### src/rtl/sag_pkg.sv
package sag_pkg;

    typedef enum logic [1:0] {
        ST_OFF    = 2'd0,
        ST_COUNT  = 2'd1,
        ST_SAGGED = 2'd2
    } sag_state_e;

    localparam int ADR_PERIOD    = 0;
    localparam int ADR_LEVEL     = 1;
    localparam int ADR_STATUS    = 2;
    localparam int ADR_STATUS_RC = 3;
    localparam int ADR_ENABLE    = 4;

endpackage

### src/rtl/sag_halfcycle.sv
module sag_halfcycle #(
    parameter int SAMPLE_W = 24
) (
    input  logic                  clk,
    input  logic                  rst_n,
    input  logic                  smp_valid,
    input  logic [SAMPLE_W-1:0]   smp_data,
    output logic                  hc_done,
    output logic [SAMPLE_W-2:0]   hc_peak
);
    localparam int MAG_W = SAMPLE_W - 1;
    localparam logic [SAMPLE_W-1:0] MOST_NEG = {1'b1, {MAG_W{1'b0}}};

    logic [SAMPLE_W-1:0] negated;
    logic [MAG_W-1:0]    mag;
    logic                sgn;

    logic                pol_q;
    logic                armed_q;
    logic [MAG_W-1:0]    pend_q;
    logic [MAG_W-1:0]    acc_q;

    logic [MAG_W-1:0]    acc_mag_max;
    logic [MAG_W-1:0]    acc_all_max;
    logic [MAG_W-1:0]    new_half_max;

    always_comb begin
        sgn     = smp_data[SAMPLE_W-1];
        negated = -smp_data;
        if (!sgn)
            mag = smp_data[MAG_W-1:0];
        else if (smp_data == MOST_NEG)
            mag = {MAG_W{1'b1}};
        else
            mag = negated[MAG_W-1:0];

        acc_mag_max  = (mag > acc_q) ? mag : acc_q;
        acc_all_max  = (pend_q > acc_mag_max) ? pend_q : acc_mag_max;
        new_half_max = (pend_q > mag) ? pend_q : mag;
    end

    always_ff @(posedge clk or negedge rst_n) begin
        if (!rst_n) begin
            pol_q   <= 1'b0;
            armed_q <= 1'b0;
            pend_q  <= '0;
            acc_q   <= '0;
            hc_done <= 1'b0;
            hc_peak <= '0;
        end else begin
            hc_done <= 1'b0;
            if (smp_valid) begin
                if (sgn == pol_q) begin
                    armed_q <= 1'b0;
                    acc_q   <= armed_q ? acc_all_max : acc_mag_max;
                end else if (!armed_q) begin
                    armed_q <= 1'b1;
                    pend_q  <= mag;
                end else begin
                    hc_done <= 1'b1;
                    hc_peak <= acc_q;
                    pol_q   <= sgn;
                    armed_q <= 1'b0;
                    acc_q   <= new_half_max;
                end
            end
        end
    end

endmodule

### src/rtl/sag_fsm.sv
module sag_fsm
    import sag_pkg::*;
#(
    parameter int PERIOD_W = 8,
    parameter int MAG_W    = 23
) (
    input  logic                clk,
    input  logic                rst_n,
    input  logic                sag_enabled,
    input  logic [PERIOD_W-1:0] period,
    input  logic [MAG_W-1:0]    level,
    input  logic                hc_done,
    input  logic [MAG_W-1:0]    hc_peak,
    output logic                sag_event,
    output sag_state_e          state
);
    sag_state_e            state_d;
    logic [PERIOD_W-1:0]   cnt_q;
    logic [PERIOD_W-1:0]   cnt_d;
    logic [PERIOD_W:0]     cnt_inc;
    logic                  below;

    assign cnt_inc = {1'b0, cnt_q} + 1'b1;
    assign below   = hc_peak < level;

    always_ff @(posedge clk or negedge rst_n) begin
        if (!rst_n) begin
            state <= ST_OFF;
            cnt_q <= '0;
        end else begin
            state <= state_d;
            cnt_q <= cnt_d;
        end
    end

    always_comb begin
        state_d   = state;
        cnt_d     = cnt_q;
        sag_event = 1'b0;
        unique case (state)
            ST_OFF: begin
                cnt_d = '0;
                if (sag_enabled)
                    state_d = ST_COUNT;              // ENABLE
            end
            ST_COUNT: begin
                if (!sag_enabled) begin
                    state_d = ST_OFF;                // DISABLE
                    cnt_d   = '0;
                end else if (hc_done) begin
                    if (!below) begin
                        cnt_d = '0;
                    end else if (cnt_inc >= {1'b0, period}) begin
                        state_d   = ST_SAGGED;       // TRIP
                        sag_event = 1'b1;
                    end else begin
                        cnt_d = cnt_inc[PERIOD_W-1:0];
                    end
                end
            end
            ST_SAGGED: begin
                if (!sag_enabled) begin
                    state_d = ST_OFF;                // DISABLE
                    cnt_d   = '0;
                end else if (hc_done && !below) begin
                    state_d = ST_COUNT;              // RECOVER
                    cnt_d   = '0;
                end
            end
            default: begin
                state_d = ST_OFF;
                cnt_d   = '0;
            end
        endcase
    end

endmodule

### src/rtl/sag_regs.sv
module sag_regs
    import sag_pkg::*;
#(
    parameter int PERIOD_W = 8,
    parameter int MAG_W    = 23,
    parameter int DATA_W   = 32,
    parameter int ADDR_W   = 3,
    parameter int FLAG_BIT = 19
) (
    input  logic                clk,
    input  logic                rst_n,
    input  logic                reg_wr,
    input  logic                reg_rd,
    input  logic [ADDR_W-1:0]   reg_addr,
    input  logic [DATA_W-1:0]   reg_wdata,
    output logic [DATA_W-1:0]   reg_rdata,
    input  logic                sag_event,
    output logic [PERIOD_W-1:0] period_q,
    output logic [MAG_W-1:0]    level_q,
    output logic                status_q,
    output logic                en_q,
    output logic                sag_enabled,
    output logic                irq_n
);
    logic sel_period, sel_level, sel_status, sel_rc, sel_enable;
    logic rd_clear;

    assign sel_period = reg_addr == ADDR_W'(ADR_PERIOD);
    assign sel_level  = reg_addr == ADDR_W'(ADR_LEVEL);
    assign sel_status = reg_addr == ADDR_W'(ADR_STATUS);
    assign sel_rc     = reg_addr == ADDR_W'(ADR_STATUS_RC);
    assign sel_enable = reg_addr == ADDR_W'(ADR_ENABLE);
    assign rd_clear   = reg_rd && sel_rc;

    always_ff @(posedge clk or negedge rst_n) begin
        if (!rst_n) begin
            period_q <= '0;
            level_q  <= '0;
            en_q     <= 1'b0;
        end else if (reg_wr) begin
            if (sel_period) period_q <= reg_wdata[PERIOD_W-1:0];
            if (sel_level)  level_q  <= reg_wdata[MAG_W-1:0];
            if (sel_enable) en_q     <= reg_wdata[FLAG_BIT];
        end
    end

    always_ff @(posedge clk or negedge rst_n) begin
        if (!rst_n)
            status_q <= 1'b0;
        else if (sag_event)
            status_q <= 1'b1;
        else if (rd_clear)
            status_q <= 1'b0;
    end

    always_comb begin
        reg_rdata = '0;
        if (sel_period)
            reg_rdata[PERIOD_W-1:0] = period_q;
        else if (sel_level)
            reg_rdata[MAG_W-1:0] = level_q;
        else if (sel_status || sel_rc)
            reg_rdata[FLAG_BIT] = status_q;
        else if (sel_enable)
            reg_rdata[FLAG_BIT] = en_q;
    end

    assign sag_enabled = (period_q != '0) && (level_q != '0);
    assign irq_n       = !(status_q && en_q);

endmodule

### src/rtl/sag_detector.sv
module sag_detector
    import sag_pkg::*;
#(
    parameter int SAMPLE_W = 24,
    parameter int PERIOD_W = 8,
    parameter int DATA_W   = 32,
    parameter int ADDR_W   = 3,
    parameter int FLAG_BIT = 19
) (
    input  logic                clk,
    input  logic                rst_n,
    input  logic                smp_valid,
    input  logic [SAMPLE_W-1:0] smp_data,
    input  logic                reg_wr,
    input  logic                reg_rd,
    input  logic [ADDR_W-1:0]   reg_addr,
    input  logic [DATA_W-1:0]   reg_wdata,
    output logic [DATA_W-1:0]   reg_rdata,
    output logic                irq_n
);
    localparam int MAG_W = SAMPLE_W - 1;

    logic                hc_done;
    logic [MAG_W-1:0]    hc_peak;
    logic                sag_event;
    logic                sag_enabled;
    logic [PERIOD_W-1:0] period_q;
    logic [MAG_W-1:0]    level_q;
    logic                status_q;
    logic                en_q;
    sag_state_e          fsm_state;

    sag_halfcycle #(.SAMPLE_W(SAMPLE_W)) u_half (
        .clk      (clk),
        .rst_n    (rst_n),
        .smp_valid(smp_valid),
        .smp_data (smp_data),
        .hc_done  (hc_done),
        .hc_peak  (hc_peak)
    );

    sag_fsm #(.PERIOD_W(PERIOD_W), .MAG_W(MAG_W)) u_fsm (
        .clk        (clk),
        .rst_n      (rst_n),
        .sag_enabled(sag_enabled),
        .period     (period_q),
        .level      (level_q),
        .hc_done    (hc_done),
        .hc_peak    (hc_peak),
        .sag_event  (sag_event),
        .state      (fsm_state)
    );

    sag_regs #(
        .PERIOD_W(PERIOD_W), .MAG_W(MAG_W), .DATA_W(DATA_W),
        .ADDR_W(ADDR_W), .FLAG_BIT(FLAG_BIT)
    ) u_regs (
        .clk        (clk),
        .rst_n      (rst_n),
        .reg_wr     (reg_wr),
        .reg_rd     (reg_rd),
        .reg_addr   (reg_addr),
        .reg_wdata  (reg_wdata),
        .reg_rdata  (reg_rdata),
        .sag_event  (sag_event),
        .period_q   (period_q),
        .level_q    (level_q),
        .status_q   (status_q),
        .en_q       (en_q),
        .sag_enabled(sag_enabled),
        .irq_n      (irq_n)
    );

endmodule

### config.mk
export PLATFORM = sky130hd
export DESIGN_NAME = sag_detector
export DESIGN_NICKNAME = d
export VERILOG_FILES = /design/src/rtl/sag_pkg.sv /design/src/rtl/sag_halfcycle.sv /design/src/rtl/sag_fsm.sv /design/src/rtl/sag_regs.sv /design/src/rtl/sag_detector.sv
export SDC_FILE = /design/constraint.sdc
export NUM_CORES = 1
export LEC_CHECK = 0
export BUFFER_PORTS_ARGS = -buffer_cell sky130_fd_sc_hd__buf_2
export CAP_MARGIN = 20
export CELL_PAD_IN_SITES_DETAIL_PLACEMENT = 1
export CELL_PAD_IN_SITES_GLOBAL_PLACEMENT = 2
export CORE_UTILIZATION = 35
export CTS_CLUSTER_DIAMETER = 100
export DETAILED_ROUTE_END_ITERATION = 10
export PLACE_DENSITY_LB_ADDON = 0.1
export SETUP_SLACK_MARGIN = 0.4
export SLEW_MARGIN = 20
export SYNTH_ARGS = -nofsm -noshare
export SYNTH_HDL_FRONTEND = slang
export SYNTH_HIERARCHICAL = 1
export SYNTH_SLANG_ARGS = --single-unit
### constraint.sdc
create_clock -name clk -period 11.5 [get_ports clk]
set_clock_uncertainty 0.15 [all_clocks]
set_input_delay 1.725 -clock clk [delete_from_list [all_inputs] [get_ports clk]]
set_output_delay 1.725 -clock clk [all_outputs]
set_load 0.02 [all_outputs]
==> summary.txt <==
Setup path
  • Data arrival, critical path: 9.07 ns
  • CP Max Fanout: 18
  • CP Capture Type: flop
  • Critical path type: in2reg
  • Crit path cell chain: buf_2, inv_1, ha_1, nor3b_1, nand4_1, or3_1, nand2_1, ha_1, a21o_1, nand3_1, a21oi_1, o41ai_1, a32o_1, buf_4, mux2i_1, ha_1, a21oi_1, a21oi_1, nor3_1, o221ai_1, nand3_1, o21ai_0, and2_1, a221o_1
  • Crit start category: primary input
  • CP max-delay cell: or3_1
  • CP bufs+invs: 3
  • CP delay by family, top: simple AND/OR/NAND/NOR gates
  • CP max stage delay: 0.79 ns
  • Worst Path Required: 11.64 ns

Logic synthesis
  • Synth area leader: dfrtp_1
  • Largest cells by area after synthesis: dfrtp_1, ha_1, mux2_2, nand2_1, inv_1
  • Netlist Area Pre-Place: 8660 µm²
  • Mapped Avg Cell Area: 9.27 µm²
  • Netlist cell types: 72
  • Synth top cells by count: dfrtp_1, ha_1, nand2_1
  • Synth Register Bits: 115
  • Yosys top cell area share: 33.2%
  • Post-synth EDFFs: 0
  • Cell with the most instances after synthesis: dfrtp_1
  • Top_reg_cell synth: dfrtp_1
  • Synthesis warning total: 6
  • Sequential element share of the synthesized area: 33.2%
  • FFs w/ async S/R, synth: 100%
  • Cells after Synth: 934

Cells and area
  • Area of the multi-input gates: ~5300 µm²
  • Synth-to-Final Area Change: 15.2%
  • Share of post-route cells with drive strength above 1: 19.5%
  • Storage cell area: 2880 µm²
  • Antenna Cells: 0
  • Fill count: about 2,800
  • Total Nets Final: 1,171

STA
  • Slew Limit Fails: 0
  • TNS Setup: 0 ns
  • Fmax: between 100 and 150 MHz
  • Setup slack after layout: 2.58 ns
  • Minimum clock period: 8.92 ns
  • Final setup fails: 0
  • Crit share post-route: 77.6%
  • Worst-Margin Slew: 0.970 ns
  • RSZ-0062 raised after global routing: no
  • Slew margin rel.: 34.7%
  • Final Hold Fails: 0

Routing
  • 1st-iter DRT viols: 298
  • Remaining antenna violation count: 0
  • Post-Route WL: 24.1 mm
  • Vias/cell: 5.25
  • Wirelength per Cell: 17.9 µm
  • DR pass1 iterations: 4
  • DRC Markers: 0
  • Via count: 7,056

Placement
  • GP Congestion: 0.785
  • PortBufs: 78
  • Dpl hpwl: 18.6 mm
  • Worst slack, placed: 1.96 ns

Floorplanning
  • Ports: 97
  • Die Height: 159 µm
  • Die X: 159 µm
  • DIE AREA: approximately 25,000 µm²
  • Initial Utilization: 35.6%
  • Row Count: 57
  • Core ar.: 24,300 µm²

Power and ir drop
  • Lkg Pwr: 4.85 nW
  • Switching part of the total: 42.6%
  • Max IR drop VDD: 0.000110 V
  • Gate power share: 48.6%
  • Clk network pwr share: 23.0%
  • NetSw: 0.00110 W
  • Pwr dens: 260 nW/µm²
  • Power Total: 0.00259 W
  • Cell internal pwr: 0.00149 W
  • Flop pwr share: between 20 and 30%

Clocking
  • Worst-path clk slew: 0.06 ns
  • Clock Tree Root: clkbuf_16
  • CTS Buf Count: 17
  • Sink Count: 115
  • CTS tree: yes
  • H-tree depth: 4
  • Resized Gates After CTS: 0
  • Later-pin clock latency in the skew report: 0.42 ns
  • CTS Buffer Depth: 2
  • Setup Buffers After CTS: 0
  • Hold_buf cts: 0

Global route
  • Tot GR Track Use: between 10% and 20%
  • Total grt overflow: 0
  • Largest net degree at the start of global routing: 70
  • Antenna violations before repair: 0
  • Global-route wire length before repair: 39.5 mm
  • Vias in the first global route: around 7,100

Min path
  • HP Class: reg2reg

Status
  • Status: completed

Job
  • Max-cap viol count: 0
-- area by class of cell --
type / instances / area share [%]
multi-input combinational: 699 / 52.6
sequential: 115 / 28.9
timing repair buffer: 88 / 4.69
clock buffer: 17 / 4.26
tap: 324 / 4.06
inverter: 85 / 3.20
clock inverter: 15 / 2.28
-- final timing paths --
kind                       slack (ns)  cells after the start            endpoint         startpoint
hold / removal                   0.34                      2   u_half/hc_peak[8]  u_half/hc_peak[8]
setup reg to reg                 5.66                     18    u_half/acc_q[21]    u_half/acc_q[4]
min in group asynchronous        1.28                      1  u_regs/level_q[18]              rst_n
hold reg to reg                  0.34                      2   u_half/hc_peak[8]  u_half/hc_peak[8]
max in group asynchronous        8.70                      2    u_half/acc_q[15]              rst_n
setup / recovery                 2.58                     24    u_half/acc_q[21]        smp_data[0]
-- stage by stage --
| stage | instance area [µm²] | cells | hold slack, ns | util, % |
|---|---|---|---|---|
| after CTS | 9970 | 1343 | 0.345 | 41.0 |
| after global routing | 9970 | 1343 | 0.360 | 41.0 |
| after detailed placement | 9320 | 1311 | 0.329 | 38.3 |
| final | 9970 | 1343 | 0.336 | 41.0 |
| after global placement | 9320 | 1311 | 0.326 | 38.3 |
| after floorplan | 8690 | 942 | 0.296 | - |
-- sequential cells by signal (all words and copies together) (netlist names) --
signal,count
u_half/hc_peak,23
u_fsm/state,2
u_half/pend_q,23
u_regs/en_q,1
u_half/acc_q,23
u_fsm/cnt_q,8
u_half/armed_q,1
u_half/pol_q,1
u_half/hc_done,1
u_regs/period_q,8
u_regs/status_q,1
u_regs/level_q,23
-- per-layer routing --
metal / GRT usage (%) / up-vias / part of all wire [%]
met5: 0 / - / 0
met4: 5.03 / 0 / 1.1
met3: 3.18 / 14 / 2.6
met2: 31.9 / 121 / 46
met1: 27.6 / 3411 / 50
li1: - / 3510 / -
-- tightest hold or removal path: stages (launching register included) --
cell and delay (ns):
dfrtp_1 0.34, nand2_1 0.05, o21ai_0 0.06
-- cells in the final DEF (no fill, tap or decap), drive strengths merged, types with 4 or more instances in the layout --
master	count
a21oi	61
o31a	11
clkbuf	17
nand2	96
buf	88
bufinv	5
ha	101
o21ai	52
mux2	39
o31ai	6
a221oi	14
xor2	19
conb	9
dfrtp	115
and2	5
nand4	15
nor4	15
a21o	10
a22oi	4
a22o	4
and3	18
o41ai	4
a211oi	9
nor3	12
nor2	64
nand3	18
a221o	12
mux2i	38
clkinv	4
nand2b	4
nor2b	4
xnor2	7
o221a	5
inv	89
o211ai	5
nand3b	5
-- cells by family after synthesis --
kind of cell | synth area share (%)
flip-flops | 33.2
multiplexers | 9.77
buffers and inverters | 6.56
AND/OR/NAND/NOR | 15.7
other | 0.0433
AO/OA/AOI/OAI | 17.5
XOR/XNOR | 2.63
adder cells (fa/ha/maj) | 14.6
-- power groups by stage --
stage	Sequential [W]	Clock, W	Combinational (W)
6_report	0.000736	0.000596	0.00126
3_3_place_gp	0.000738	0	0.00124
3_5_place_dp	0.000743	0	0.00127
4_1_cts	0.000737	0.000612	0.00128
5_1_grt	0.000761	0.000629	0.00144
2_1_floorplan	0.000677	0	0.000966
Power figures use the tool's default switching activity.
